--- src/rtl/bcdc_pkg.sv ---
package bcdc_pkg;

    localparam int DIGIT_W   = 4;
    localparam int DIGIT_MAX = 9;

    typedef enum logic [1:0] {
        OV_CLEAR   = 2'b00,
        OV_PENDING = 2'b01,
        OV_SHOWN   = 2'b10,
        OV_HELD    = 2'b11
    } ovf_state_e;

endpackage

--- src/rtl/bcdc_fall_detect.sv ---
module bcdc_fall_detect (
    input  logic clk,
    input  logic sig_i,
    output logic fall_o
);

    logic sig_q;

    // Sampling register only; it follows the input in every cycle.
    always_ff @(posedge clk) begin
        sig_q <= sig_i;
    end

    assign fall_o = sig_q & ~sig_i;

endmodule

--- src/rtl/bcdc_decade.sv ---
module bcdc_decade
    import bcdc_pkg::*;
(
    input  logic               clk,
    input  logic               clr_n_i,
    input  logic               en_i,
    output logic [DIGIT_W-1:0] digit_o,
    output logic               carry_o
);

    localparam logic [DIGIT_W-1:0] LAST = DIGIT_W'(DIGIT_MAX);

    logic [DIGIT_W-1:0] digit_q;
    logic               at_last;

    assign at_last = (digit_q == LAST);

    always_ff @(posedge clk) begin
        if (!clr_n_i) begin
            digit_q <= '0;
        end else if (en_i) begin
            digit_q <= at_last ? '0 : digit_q + 1'b1;
        end
    end

    // Carry to the next digit at the same edge as the wrap from 9 to 0.
    assign carry_o = en_i & at_last;
    assign digit_o = digit_q;

endmodule

--- src/rtl/bcdc_ovf_fsm.sv ---
module bcdc_ovf_fsm
    import bcdc_pkg::*;
(
    input  logic clk,
    input  logic clr_n_i,
    input  logic full_i,
    input  logic strobe_n_i,
    output logic ovf_n_o
);

    ovf_state_e state_q;
    ovf_state_e state_d;

    always_comb begin
        state_d = state_q;
        unique case (state_q)
            OV_CLEAR: begin
                if (clr_n_i && full_i) state_d = OV_PENDING;
            end
            OV_PENDING: begin
                if (!clr_n_i)         state_d = OV_CLEAR;
                else if (!strobe_n_i) state_d = OV_SHOWN;
            end
            OV_SHOWN: begin
                if (!clr_n_i) state_d = strobe_n_i ? OV_CLEAR : OV_HELD;
            end
            OV_HELD: begin
                if (!clr_n_i) begin
                    if (strobe_n_i) state_d = OV_CLEAR;
                end else if (full_i) begin
                    state_d = OV_SHOWN;
                end
            end
            default: state_d = OV_CLEAR;
        endcase
    end

    always_ff @(posedge clk) begin
        state_q <= state_d;
    end

    always_comb begin
        unique case (state_q)
            OV_SHOWN, OV_HELD: ovf_n_o = 1'b0;
            default:           ovf_n_o = 1'b1;
        endcase
    end

endmodule

--- src/rtl/bcd_event_counter.sv ---
module bcd_event_counter
    import bcdc_pkg::*;
#(
    parameter int NUM_DECADES = 8
) (
    input  logic                           clk,
    input  logic                           trig_i,
    input  logic                           cnt_rst_n,
    input  logic                           disp_n,
    output logic [NUM_DECADES*DIGIT_W-1:0] digits_o,
    output logic                           ovf_n
);

    localparam int BUS_W = NUM_DECADES * DIGIT_W;

    logic                   trig_fall;
    logic [NUM_DECADES:0]   stage_en;
    logic [BUS_W-1:0]       digit_bus;

    bcdc_fall_detect u_fall (
        .clk    (clk),
        .sig_i  (trig_i),
        .fall_o (trig_fall)
    );

    assign stage_en[0] = trig_fall;

    for (genvar g = 0; g < NUM_DECADES; g++) begin : g_decade
        bcdc_decade u_dec (
            .clk     (clk),
            .clr_n_i (cnt_rst_n),
            .en_i    (stage_en[g]),
            .digit_o (digit_bus[g*DIGIT_W +: DIGIT_W]),
            .carry_o (stage_en[g+1])
        );
    end

    bcdc_ovf_fsm u_ovf (
        .clk        (clk),
        .clr_n_i    (cnt_rst_n),
        .full_i     (stage_en[NUM_DECADES]),
        .strobe_n_i (disp_n),
        .ovf_n_o    (ovf_n)
    );

    assign digits_o = digit_bus;

endmodule

--- config.mk ---
export PLATFORM = sky130hd
export DESIGN_NAME = bcd_event_counter
export DESIGN_NICKNAME = d
export VERILOG_FILES = /design/src/rtl/bcdc_pkg.sv /design/src/rtl/bcdc_fall_detect.sv /design/src/rtl/bcdc_decade.sv /design/src/rtl/bcdc_ovf_fsm.sv /design/src/rtl/bcd_event_counter.sv
export SDC_FILE = /design/constraint.sdc
export NUM_CORES = 1
export LEC_CHECK = 0
export BUFFER_PORTS_ARGS = -buffer_cell sky130_fd_sc_hd__buf_2
export CORE_UTILIZATION = 53
export DETAILED_ROUTE_END_ITERATION = 7
export GPL_TIMING_DRIVEN = 0
export PLACE_DENSITY = 0.88
export SLEW_MARGIN = 10
export SYNTH_ARGS = -nofsm -noshare
export SYNTH_HDL_FRONTEND = slang
export SYNTH_HIERARCHICAL = 1
export SYNTH_SLANG_ARGS = --single-unit
--- constraint.sdc ---
create_clock -name clk -period 8.1 [get_ports clk]
set_clock_uncertainty 0.1 [all_clocks]
set_input_delay 1.215 -clock clk [delete_from_list [all_inputs] [get_ports clk]]
set_output_delay 1.215 -clock clk [all_outputs]
set_load 0.1 [all_outputs]
* Yosys cells after proc, flatten, opt, wreduce, memory -nomap -nowiden
Index checks and enable logic that the tools add are counted.
** Cells by class
- Add/sub/neg operators :: 8
- Equality and inequality tests :: 16
- Muxes and demuxes :: 18
- Bitwise operators :: 10
- Reduce and logical (&&, ||, !) cells :: 4
** Operators with widths (number)
- $add A4 B1 Y4 const B :: 8
- $eq A4 B4 Y1 const B :: 8
- $mux W4 :: 8
- $mux W2 :: 8
- $and A1 B1 Y1 :: 9
- $pmux W2 S4 :: 1
- $ne A3 B3 Y1 const B :: 2
- $reduce_and A5 Y1 :: 1
- $eq A2 B2 Y1 const B :: 2
- $ne A3 B2 Y1 const B :: 1
- $eq A2 B1 Y1 const B :: 1
- $logic_not A2 Y1 :: 1
- $ne A2 B1 Y1 const B :: 1
- $ne A2 B2 Y1 const B :: 1
- $reduce_or A2 Y1 :: 1
- $logic_and A1 B1 Y1 :: 1
- $mux W1 :: 1
- $not A1 Y1 :: 1
** Storage, ports and cells
- Bits in registers :: 35
- Bits of input ports :: 4
- Word-level logic and storage cells :: 66

* Longest topological paths before layout
Gate-level depths: netlist (run 1).
- Word-level depth :: 13
- Gate-level depth with buffers :: 20
- Mapped depth without buffers :: 20

* By module
Netlist (run 1), hierarchy kept.
** Modules (own cells, without submodules)
- bcdc_decade :: times used 8, cells each 20, area each 191.4 um^2, sequential area each 80.1 um^2
- bcdc_ovf_fsm :: times used 1, cells each 13, area each 120.1 um^2, sequential area each 60.1 um^2
- bcdc_fall_detect :: times used 1, cells each 2, area each 33.8 um^2, sequential area each 20.0 um^2

* Least setup slack after synthesis (run 1)
Ideal clock, no wire load.
- Kind :: input -> register
- From :: input port trig_i
- To :: register u_ovf.state_q[0] (enable)
- Arrival time :: 7.262 ns
- Required time :: 7.681 ns
- Path slack :: 0.419 ns
- Stages on the path :: 20
- Buffers on the path :: 0
- Cells stage by stage :: nor2b_4 -> nand2_1 -> nor4b_1 -> nand2_1 -> nor4b_1 -> nand2_1 -> nor4b_1 -> nand2_1 -> nor4b_1 -> nand2_1 -> nor4b_1 -> nand2_1 -> nor4b_1 -> nand2_1 -> nor4b_1 -> nand2_1 -> nor4b_1 -> and2_0 -> o21ai_1 -> o22ai_1
** On the way
- Longest elaborated chain between the ends :: 13
** Ends and longest elaborated chain
- from (decl) :: RTL line bcd_event_counter.sv:7 : input logic trig_i,
- $not A1 Y1 * :: RTL line bcdc_fall_detect.sv:14 : assign fall_o = sig_q & ~sig_i;
- $and A1 B1 Y1 * :: RTL line bcdc_fall_detect.sv:14
- $and A1 B1 Y1 * :: RTL line bcdc_decade.sv:27 : assign carry_o = en_i & at_last;
- named net stage_en[1] :: RTL line bcd_event_counter.sv:17 : logic [NUM_DECADES:0] stage_en;
- $and A1 B1 Y1 * :: RTL line bcdc_decade.sv:27
- named net stage_en[2] :: RTL line bcd_event_counter.sv:17
- $and A1 B1 Y1 * :: RTL line bcdc_decade.sv:27
- named net stage_en[3] :: RTL line bcd_event_counter.sv:17
- (+1 left out)
- named net stage_en[4] :: RTL line bcd_event_counter.sv:17
- (+1 left out)
- named net stage_en[5] :: RTL line bcd_event_counter.sv:17
- (+1 left out)
- named net stage_en[6] :: RTL line bcd_event_counter.sv:17
- $and A1 B1 Y1 * :: RTL line bcdc_decade.sv:27
- named net stage_en[7] :: RTL line bcd_event_counter.sv:17
- $and A1 B1 Y1 * :: RTL line bcdc_decade.sv:27
- named net stage_en[8] :: RTL line bcd_event_counter.sv:17
- $logic_and A1 B1 Y1 :: RTL line bcdc_ovf_fsm.sv:18 : if (clr_n_i && full_i) state_d = OV_PENDING;
- $ne A2 B1 Y1 (no line)
- $reduce_and A5 Y1 (no line) *
- to (signal assigned) :: RTL line bcdc_ovf_fsm.sv:39 : state_q <= state_d;
- to (decl) :: RTL line bcdc_ovf_fsm.sv:11 : ovf_state_e state_q;
The timed path passes the listed nets; every way through them passes the cells marked *.
A chain may end at the register's enable or synchronous reset.

* Worst setup path after layout (run 1)
- From :: input port trig_i
- To :: register u_ovf.state_q[1] (enable)
** On the way
- Longest elaborated chain between the ends :: 13
** Ends and longest elaborated chain (RTL line)
- $not A1 Y1 * :: bcdc_fall_detect.sv:14
- $and A1 B1 Y1 * :: bcdc_fall_detect.sv:14
- named net stage_en[0] :: bcd_event_counter.sv:17
- $and A1 B1 Y1 * :: bcdc_decade.sv:27
- named net stage_en[1] :: bcd_event_counter.sv:17
- $and A1 B1 Y1 * :: bcdc_decade.sv:27
- named net stage_en[2] :: bcd_event_counter.sv:17
- $and A1 B1 Y1 * :: bcdc_decade.sv:27
- named net stage_en[3] :: bcd_event_counter.sv:17
- (+1 left out)
- named net stage_en[4] :: bcd_event_counter.sv:17
- (+1 left out)
- named net stage_en[5] :: bcd_event_counter.sv:17
- (+1 left out)
- named net stage_en[6] :: bcd_event_counter.sv:17
- $and A1 B1 Y1 * :: bcdc_decade.sv:27
- named net stage_en[7] :: bcd_event_counter.sv:17
- $and A1 B1 Y1 * :: bcdc_decade.sv:27
- named net stage_en[8] :: bcd_event_counter.sv:17
- $logic_and A1 B1 Y1 :: bcdc_ovf_fsm.sv:18
- $ne A2 B1 Y1 (no line)
- $reduce_and A5 Y1 (no line) *
Marks and branches as above.

==> impl_metrics.py, run 1 <==
metrics = {
    "outcome": {
        "outcome": "finished, final reports clean",
    },
    "setup_path": {
        "critPathTopFamily": "simple AND/OR/NAND/NOR gates",
        "crit_top_cell": "nand2_1",
        "crit_end": "u_ovf/state_q[1]",
        "crit_path_start": "trig_i",
        "crit_chain": "buf_2 > nor2b_4 > nand2_1 > nor4b_1 > nand2_1 > nor4b_2 > nand2_1 > nor4b_2 > nand2_1 > nor4b_2 > nand2_1 > nor4b_2 > nand2_1 > nor4b_1 > nand2_1 > nor4b_2 > nand2_1 > nor4b_1 > and2_0 > o21ai_1 > o22ai_1",
        "timing.rr.end": "u_ovf/state_q[1]",
        "worstSetupPathType": "in -> reg",
        "critical_path_depth": 21,
        "cp_num_buf_inv": 1,
        "reg2reg_depth": 20,
        "slowest_stage": "nor4b_1",
        "r2r_start": "u_fall/sig_q",
        "cp-end-kind": "flip-flop",
        "critPathRequiredTime_ns": 8.04,
        "reg2reg_slack_ns": 1.49,
        "cp_slowest_stage_delay_ns": 0.59,
        "critPathMaxFanout": 4,
        "cp-start-kind": "input port",
        "cp.arrival_ns": 7.19,
    },
    "logic_synthesis": {
        "synth_top_area_share_pct": 39.2,
        "netlist_area_mm2": 0.00169,
        "yosys_register_bits": 35,
        "syn_avg_cell_area_um2": 9.63,
        "synth_area_leaders": "dfxtp_1 (39%), nand2_1 (7.6%), and2_1 (5.9%), a21boi_2 (5.3%), mux2_2 (5.3%)",
        "synth_area_leader_cell": "dfxtp_1",
        "ys_types": 20,
        "syn_nets": 179,
        "yosysSeqAreaShare_pct": 42.8,
        "yosys_warnings": 6,
        "syn_inst": 175,
    },
    "pwr": {
        "comb_power_share_pct": 9.0,
        "cellInternalPower_mw": 0.218,
        "power_leakage_nw": 0.787,
        "vdd_drop_max_v": 0.0000841,
        "p_sw_mw": 0.0831,
        "powerDensity_mw_per_mm2": 150,
        "clkPwrFrac_pct": 30.4,
        "switching_share_pct": 27.6,
        "seqPwrFrac_pct": 60.5,
    },
    "grt": {
        "antenna_found_initial": 0,
        "grt_first_pass_wirelength_um": 5000,
        "grt_remaining_overflow": 0,
        "grt_start_max_net_pins": 44,
        "grt_usage_pct": 19.2,
        "grt_pass1_vias": 1149,
    },
    "route": {
        "first_iter_violations": 52,
        "wl_per_cell_um": 11.4,
        "drc": 0,
        "num_vias": 1360,
        "first_pass_iters": 4,
        "post_drt_via_cell_ratio": 5.17,
        "ant_nets": 0,
        "routed_wl_um": 3000,
    },
    "cts": {
        "cts_buffers": 5,
        "tritoncts": "built",
        "post_cts_resized": 2,
        "cts-root-buf": "clkbuf_4",
        "clk_pin_slew_ns": 0.10,
        "postCtsSetupRepairBufs": 0,
        "cts_buffer_depth": 2,
        "cts.htree.levels": 2,
        "ctsHoldBuffers": 0,
        "clock_sinks": 35,
        "insertion_delay_ns": 0.34,
    },
    "floorplan": {
        "rows": 20,
        "die_x_um": 58.4,
        "start_util_pct": 55.7,
        "ioPinCount": 37,
        "dieArea_mm2": 0.00341,
        "dieHeight_um": 58.4,
        "core_area_mm2": 0.00303,
    },
    "timing": {
        "finalHoldViolations": 0,
        "rsz0062_at_grt": "false",
        "period_needed_ns": 7.25,
        "setup_slack_ns": 0.846,
        "fmax_mhz": 138,
        "maxSlewViolCount": 0,
        "setup_viol": 0,
        "post-route-period-util_pct": 89.6,
        "timing.slew.headroom_pct": 54.6,
        "setup_tns_ns": 0,
        "tightest_slew_ns": 0.672,
    },
    "cells_and_area": {
        "nets": 222,
        "syn2layout_area_growth_pct": 19.0,
        "drive_above_1_share_pct": 37.0,
        "diodes": 0,
        "final_common_cell": "buf_2",
        "fin_cells": 263,
        "final_cell_mix": "buf_2 (36), nand2_1 (34), dfxtp_1 (33)",
    },
    "placement": {
        "numPlacedInstances": 255,
        "hpwl_um": 2060,
        "pre_cts_slack_ns": -0.618,
        "place.gp.congestion": 0.788,
        "port_buffers": 36,
    },
    "min_path": {
        "hold_class": "reg -> reg",
    },
    "flow_run": {
        "cap_violations": 0,
    },
}
[layout make-up]
| cell class | count | area [um2] |
|---|---|---|
| Clock buffer | 6 | 41.3 |
| Tap cell | 44 | 55.1 |
| Inverter | 9 | 33.8 |
| Multi-Input combinational cell | 131 | 962 |
| Fill cell | 257 | 1020 |
| Timing Repair Buffer | 36 | 180 |
| Sequential cell | 35 | 721 |
| Clock inverter | 2 | 12.5 |
[flip-flops by register name, summed over array words and instances, names as in the netlist]
| name | flops |
|---|---|
| u_ovf/state_q | 2 |
| g_decade.u_dec/digit_o | 32 |
| u_fall/sig_q | 1 |
[worst min path at each step]
stage	start	to	slack, ns	cells after the start
6_report	g_decade[0].u_dec/digit_o[2]	g_decade[0].u_dec/digit_o[3]	0.42	2
5_1_grt	g_decade[0].u_dec/digit_o[2]	g_decade[0].u_dec/digit_o[3]	0.45	2
4_1_cts	g_decade[0].u_dec/digit_o[2]	g_decade[0].u_dec/digit_o[3]	0.42	2
3_5_place_dp	g_decade[1].u_dec/digit_o[3]	g_decade[1].u_dec/digit_o[3]	0.41	2
3_3_place_gp	g_decade[7].u_dec/digit_o[3]	g_decade[7].u_dec/digit_o[3]	0.40	2
2_1_floorplan	u_ovf/state_q[1]	u_ovf/state_q[0]	0.51	1
[worst reg2reg max path, stage by stage, from the launching register on]
cell     delay [ns]
dfxtp_1        0.32
nor2b_4        0.16
nand2_1        0.11
nor4b_1        0.59
nand2_1        0.24
nor4b_2        0.42
nand2_1        0.19
nor4b_2        0.44
nand2_1        0.21
nor4b_2        0.44
nand2_1        0.20
nor4b_2        0.40
nand2_1        0.19
nor4b_1        0.58
nand2_1        0.24
nor4b_2        0.43
nand2_1        0.18
nor4b_1        0.36
and2_0         0.19
o21ai_1        0.06
o22ai_1        0.26
[kinds of logic after synthesis]
| logic type | count (synthesis) | share of synthesized area, % |
|---|---|---|
| buffers and inverters | 9 | 2.00 |
| AOI/OAI and AO/OA | 38 | 17.5 |
| muxes | 8 | 5.35 |
| xor gates and xnor gates | 16 | 8.32 |
| DFF | 35 | 42.8 |
| and+or+nand+nor | 69 | 24.1 |
[synthesized netlist by cell type]
cell	instances
a211o_2	8
a21boi_2	8
a21oi_1	9
and2_0	1
and2_1	16
dfxtp_1	33
edfxtp_1	2
inv_1	9
mux2_2	8
nand2_1	34
nand3_2	8
nand3b_1	1
nor2b_4	1
nor4b_1	8
o21ai_0	1
o21ai_1	1
o22ai_1	10
o31ai_1	1
xnor2_1	8
xor2_1	8
[power groups by stage]
stage	sequential [mW]	clock, mW	combinational, mW
final	0.182	0.0918	0.0273
after global routing	0.184	0.105	0.0299
after CTS	0.183	0.0966	0.0275
after detailed placement	0.186	0	0.0275
after global placement	0.186	0	0.0273
after floorplan	0.190	0	0.0168
[per-layer routing]
layer  track usage [%]  up-vias  wire, um
met1              24.3      615      1390
li1                  -      703         -
met5                 0        -         0
met4              8.16        0        57
met3              6.59        6       161
met2              29.7       36      1390
[metrics by stage]
stage                     power, mW  utilization (%)  hold WS, ns  instance area [um2]
final                         0.301             66.2        0.419                 2010
after global routing          0.318             66.2        0.450                 2010
after CTS                     0.307             65.6        0.419                 1990
after detailed placement      0.214             63.4        0.408                 1920
after global placement        0.214             63.4        0.403                 1920
after floorplan               0.207                -        0.509                 1690
No activity file was read; power rests on OpenSTA's default activity.
==> run 2, diff against run 1 <==
--- a/config.mk
+++ b/config.mk
@@ -6,12 +6,11 @@
 export NUM_CORES = 1
 export LEC_CHECK = 0
 export BUFFER_PORTS_ARGS = -buffer_cell sky130_fd_sc_hd__buf_2
-export CORE_UTILIZATION = 53
+export CORE_UTILIZATION = 54
 export DETAILED_ROUTE_END_ITERATION = 7
 export GPL_TIMING_DRIVEN = 0
-export PLACE_DENSITY = 0.88
+export PLACE_DENSITY = 0.89
 export SLEW_MARGIN = 10
 export SYNTH_ARGS = -nofsm -noshare
 export SYNTH_HDL_FRONTEND = slang
-export SYNTH_HIERARCHICAL = 1
 export SYNTH_SLANG_ARGS = --single-unit
==> impl_metrics.py, run 2 <==
metrics = {
    "route": {
        "wl_per_cell_um": 11.9,
        "ant_nets": 0,
        "first_iter_violations": 92,
        "post_drt_via_cell_ratio": 5.45,
        "num_vias": 1597,
        "routed_wl_um": 3500,
        "first_pass_iters": 4,
        "drc": 0,
    },
    "cells_and_area": {
        "final_cell_mix": "buf_2 (36), dfxtp_1 (33), nor2b_1 (20)",
        "syn2layout_area_growth_pct": 16.4,
        "fill_cells": 305,
        "largest_reg_flops": 32,
        "diodes": 0,
        "drive_above_1_share_pct": 19.7,
        "nets": 252,
        "final_common_cell": "buf_2",
    },
    "placement": {
        "port_buffers": 36,
        "hpwl_um": 2540,
        "place.gp.congestion": 0.707,
    },
    "min_path": {
        "hold_class": "reg -> reg",
        "min_from": "g_decade[7].u_dec.digit_o[0]",
    },
    "logic_synthesis": {
        "netlist_area_mm2": 0.00185,
        "yosys_warnings": 0,
        "yosysSeqAreaShare_pct": 38.9,
        "syn_avg_cell_area_um2": 9.05,
        "synth_top_area_share_pct": 35.6,
        "yosysMostFrequentCell": "dfxtp_1",
        "synth_area_leader_cell": "dfxtp_1",
        "synth_area_leaders": "dfxtp_1 (36%), nor2b_1 (6.7%), xnor2_1 (4.7%), mux2i_1 (4.3%), and2_1 (3.7%)",
        "async_flop_share_pct": 0,
        "syn_nets": 209,
        "ys_types": 38,
        "synth-edff-count": 2,
        "syn_inst": 205,
        "synth_common_cells": "dfxtp_1 (33), nor2b_1 (20), nand2_1 (18)",
        "yosys_register_bits": 35,
        "synth_ff_type": "dfxtp_1",
    },
    "floorplan": {
        "dieHeight_um": 60.6,
        "core_area_mm2": 0.00315,
        "ioPinCount": 37,
        "rows": 20,
        "start_util_pct": 58.8,
        "dieArea_mm2": 0.00367,
        "die_x_um": 60.6,
    },
    "setup_path": {
        "slowest_stage": "nor4_4",
        "crit_end": "u_ovf.state_q[1]",
        "critPathMaxFanout": 6,
        "reg2reg_depth": 5,
        "cp_slowest_stage_delay_ns": 0.49,
        "crit_path_start": "trig_i",
        "crit_chain": "buf_2 > and3b_1 > nand3_1 > nor4_4 > nand3_1 > a311oi_1",
        "worstSetupPathType": "in -> reg",
        "timing.rr.end": "u_ovf.state_q[1]",
        "cp.arrival_ns": 2.92,
        "cp_num_buf_inv": 1,
        "critPathRequiredTime_ns": 8.01,
        "reg2reg_slack_ns": 5.55,
        "critPathTopFamily": "simple AND/OR/NAND/NOR gates",
        "r2r_start": "g_decade[1].u_dec.digit_o[3]",
        "critical_path_depth": 6,
        "cp-end-kind": "flip-flop",
        "cp-start-kind": "input port",
        "crit_top_cell": "nand3_1",
    },
    "cts": {
        "tritoncts": "built",
        "clock_sinks": 35,
        "ctsHoldBuffers": 0,
        "cts_buffers": 5,
        "cts_buffer_depth": 2,
        "cts.htree.levels": 2,
        "cts-root-buf": "clkbuf_4",
        "post_cts_resized": 0,
        "clk_pin_slew_ns": 0.10,
        "postCtsSetupRepairBufs": 0,
        "insertion_delay_ns": 0.33,
    },
    "timing": {
        "fmax_mhz": 332,
        "tightest_slew_ns": 0.587,
        "rsz0062_at_grt": "false",
        "setup_viol": 0,
        "period_needed_ns": 3.01,
        "finalHoldViolations": 0,
        "timing.slew.headroom_pct": 60.5,
        "maxSlewViolCount": 0,
        "post-route-period-util_pct": 37.1,
        "setup_tns_ns": 0,
    },
    "grt": {
        "grt_remaining_overflow": 0,
        "grt_usage_pct": 21.4,
        "grt_start_max_net_pins": 11,
        "antenna_found_initial": 0,
        "grt_pass1_vias": 1335,
        "grt_first_pass_wirelength_um": 5870,
    },
    "pwr": {
        "powerDensity_mw_per_mm2": 160,
        "clkPwrFrac_pct": 30.8,
        "p_sw_mw": 0.100,
        "switching_share_pct": 29.0,
        "cellInternalPower_mw": 0.246,
        "vdd_drop_max_v": 0.0000936,
        "power_leakage_nw": 0.892,
        "seqPwrFrac_pct": 55.5,
        "comb_power_share_pct": 13.7,
        "total_power_mw": 0.346,
    },
    "outcome": {
        "outcome": "finished, final reports clean",
    },
    "flow_run": {
        "cap_violations": 0,
    },
}
[run 2: per-stage QoR]
stage / hold slack (ns) / worst slack, ns / instances / area, um2 / utilization (%)
final: 0.394 / 5.09 / 293 / 2160 / 68.5
after global routing: 0.461 / 4.97 / 293 / 2160 / 68.5
after CTS: 0.398 / 5.09 / 293 / 2160 / 68.5
after detailed placement: 0.385 / 4.73 / 285 / 2090 / 66.3
after global placement: 0.373 / 4.72 / 285 / 2090 / 66.3
after floorplan: 0.503 / 5.06 / 205 / 1850 / -
[run 2: cell type report]
cell class,count,area (um2),share of cell area (%)
plain buffers,6,22.5,1.04
repair buffers,36,180,8.35
inverters,5,18.8,0.870
multi-input cells,159,1090,50.6
well taps,44,55.1,2.55
flip-flops and latches,35,721,33.4
clock buffers,8,68.8,3.19
[run 2: cell families after synthesis]
logic type      count (synthesis)  synth area share, %
compound gates                 35                 11.7
xor+xnor                       12                 5.67
buf+inv                        11                 2.23
flops                          35                 38.9
mux                             9                 4.93
simple gates                  103                 36.6
[run 2: how the worst min path moves through the flow]
stage,endpoint,cells past startpoint
2_1_floorplan,g_decade[0].u_dec.digit_o[0],3
3_3_place_gp,g_decade[7].u_dec.digit_o[0],2
3_5_place_dp,g_decade[7].u_dec.digit_o[0],2
4_1_cts,g_decade[7].u_dec.digit_o[0],2
5_1_grt,g_decade[7].u_dec.digit_o[0],2
6_report,g_decade[7].u_dec.digit_o[0],2
[run 2: power by group through the flow]
stage | Clock, mW | Sequential, mW | Combinational, mW
6_report | 0.107 | 0.192 | 0.0473
3_3_place_gp | 0 | 0.196 | 0.0470
4_1_cts | 0.110 | 0.192 | 0.0475
3_5_place_dp | 0 | 0.196 | 0.0474
5_1_grt | 0.118 | 0.194 | 0.0506
2_1_floorplan | 0 | 0.198 | 0.0357
[run 2: worst reg2reg max path, stage by stage (launching register included)]
cell and delay (ns):
dfxtp_1 0.39, nor4bb_1 0.41, nand3_1 0.33, nor4_4 0.49, nand3_1 0.12, a311oi_1 0.38
[run 2: per-layer routing]
metal / global-route usage [%] / vias to the layer above / share of wire, %
li1: - / 815 / -
met5: 0 / - / 0
met4: 4.87 / 0 / 0.40
met1: 26.9 / 735 / 47
met3: 7.04 / 2 / 5.8
met2: 35.9 / 45 / 47
==> run 3, diff against run 2 <==
--- a/config.mk
+++ b/config.mk
@@ -6,10 +6,10 @@
 export NUM_CORES = 1
 export LEC_CHECK = 0
 export BUFFER_PORTS_ARGS = -buffer_cell sky130_fd_sc_hd__buf_2
-export CORE_UTILIZATION = 54
+export CORE_UTILIZATION = 49
 export DETAILED_ROUTE_END_ITERATION = 7
 export GPL_TIMING_DRIVEN = 0
-export PLACE_DENSITY = 0.89
+export PLACE_DENSITY = 0.85
 export SLEW_MARGIN = 10
 export SYNTH_ARGS = -nofsm -noshare
 export SYNTH_HDL_FRONTEND = slang
==> constraint.sdc (replaced) <==
create_clock -name clk -period 2.4 [get_ports clk]
set_clock_uncertainty 0.1 [all_clocks]
set_input_delay 0.36 -clock clk [delete_from_list [all_inputs] [get_ports clk]]
set_output_delay 0.36 -clock clk [all_outputs]
set_load 0.1 [all_outputs]
==> impl_metrics.py, run 3 (synthesis results as in run 2) <==
metrics = {
    "outcome": {
        "outcome": "finished, final reports clean",
    },
    "cts": {
        "tritoncts": "built",
        "cts.htree.levels": 2,
        "insertion_delay_ns": 0.29,
        "clk_pin_slew_ns": 0.07,
        "cts-root-buf": "clkbuf_8",
        "clock_sinks": 35,
        "ctsHoldBuffers": 0,
        "cts_buffers": 5,
        "cts_buffer_depth": 2,
    },
    "cells_and_area": {
        "largest_reg_flops": 32,
        "syn2layout_area_growth_pct": 23.1,
        "drive_above_1_share_pct": 31.3,
        "final_core_util_pct": 65.8,
        "postLayoutCellArea_mm2": 0.00228,
        "final_cell_mix": "buf_2 (36), nor2b_1 (20), nand2_1 (18)",
        "fin_cells": 298,
        "diodes": 0,
        "final_common_cell": "buf_2",
        "nets": 255,
    },
    "pwr": {
        "power_leakage_nw": 0.933,
        "switching_share_pct": 28.9,
        "p_sw_mw": 0.358,
        "vdd_drop_max_v": 0.000344,
        "clkPwrFrac_pct": 34.8,
        "cellInternalPower_mw": 0.880,
        "comb_power_share_pct": 13.7,
        "powerDensity_mw_per_mm2": 542,
        "seqPwrFrac_pct": 51.6,
    },
    "timing": {
        "period_needed_ns": 2.27,
        "setup_tns_ns": 0,
        "maxSlewViolCount": 0,
        "fmax_mhz": 441,
        "finalHoldViolations": 0,
        "post-route-period-util_pct": 94.4,
        "tightest_slew_ns": 0.549,
        "setup_slack_ns": 0.134,
        "setup_viol": 0,
        "timing.slew.headroom_pct": 63.1,
    },
    "placement": {
        "port_buffers": 36,
        "numPlacedInstances": 287,
        "place.gp.congestion": 0.780,
        "pre_cts_slack_ns": -0.0595,
        "hpwl_um": 2670,
        "dpl_cell_area_mm2": 0.00216,
    },
    "route": {
        "post_drt_via_cell_ratio": 5.37,
        "routed_wl_um": 3750,
        "num_vias": 1601,
        "ant_nets": 0,
        "wl_per_cell_um": 12.6,
        "drc": 0,
        "first_iter_violations": 86,
        "first_pass_iters": 4,
    },
    "setup_path": {
        "critPathRequiredTime_ns": 2.27,
        "worstSetupPathType": "reg -> reg",
        "cp_slowest_stage_delay_ns": 0.43,
        "cp-start-kind": "flip-flop",
        "cp.arrival_ns": 2.14,
        "crit_chain": "nor4bb_2 > nand3_2 > nor4_4 > a211oi_1 > a311oi_2",
        "cp-end-kind": "flip-flop",
        "critPathMaxFanout": 8,
        "slowest_stage": "nor4_4",
    },
    "floorplan": {
        "start_util_pct": 53.5,
        "rows": 21,
        "die_x_um": 63.5,
        "dieArea_mm2": 0.00403,
        "dieHeight_um": 63.5,
        "core_area_mm2": 0.00347,
        "ioPinCount": 37,
    },
    "grt": {
        "antenna_found_initial": 0,
        "grt_usage_pct": 20.8,
        "grt_start_max_net_pins": 11,
        "grt_first_pass_wirelength_um": 6570,
        "grt_remaining_overflow": 0,
        "grt_pass1_vias": 1489,
    },
    "flow_run": {
        "cap_violations": 0,
    },
    "min_path": {
        "hold_class": "in -> reg",
    },
}
-- run 3: cell type report --
cell class | count | area, um2
Multi-Input combinational cell | 159 | 1110
Clock buffer | 7 | 86.3
Fill cell | 306 | 1180
Tap cell | 46 | 57.6
Clock inverter | 1 | 3.75
Inverter | 5 | 18.8
Timing Repair Buffer | 39 | 203
Buffer | 6 | 22.5
Sequential cell | 35 | 782
-- run 3: repair_timing --
item	4_1_cts	5_1_grt
endpoints found under the setup margin	2	2
resized for setup	0	2
buffers inserted	0	3
pin swaps	1	1
-- run 3: path summary, 6_finish.rpt --
path | start | to | slack, ns | cells past startpoint
max | g_decade[1].u_dec.digit_o[1] | u_ovf.state_q[1] | 0.13 | 5
min | trig_i | u_fall.sig_q | 0.11 | 1
max reg2reg | g_decade[1].u_dec.digit_o[1] | u_ovf.state_q[1] | 0.13 | 5
min reg2reg | g_decade[7].u_dec.digit_o[0] | g_decade[7].u_dec.digit_o[0] | 0.39 | 2
-- run 3: routing by layer --
metal | global-route usage, % | share of wire, % | up-vias
met5 | 0 | 0 | -
met4 | 10.5 | 2.3 | 0
met3 | 5.25 | 4.5 | 8
met2 | 34.2 | 48 | 45
met1 | 24.8 | 46 | 732
li1 | - | - | 816
-- run 3: power by group through the flow --
stage / combinational, mW / sequential, mW / clock, mW
floorplan: 0.129 / 0.659 / 0
global placement: 0.167 / 0.651 / 0
detailed placement: 0.169 / 0.651 / 0
CTS: 0.169 / 0.638 / 0.450
global route: 0.179 / 0.641 / 0.469
finish: 0.169 / 0.638 / 0.430
-- run 3: worst max-delay path: cells and delay by family (launching register included) --
family | cells | cell delay [ns]
compound gates | 2 | 0.47
flops | 1 | 0.36
simple gates | 3 | 1.02
-- run 3: through the flow --
stage | hold slack [ns] | total power, mW
after global routing | 0.105 | 1.29
after floorplan | 0.288 | 0.788
after detailed placement | 0.398 | 0.820
after global placement | 0.371 | 0.817
final | 0.108 | 1.24
after CTS | 0.0919 | 1.26
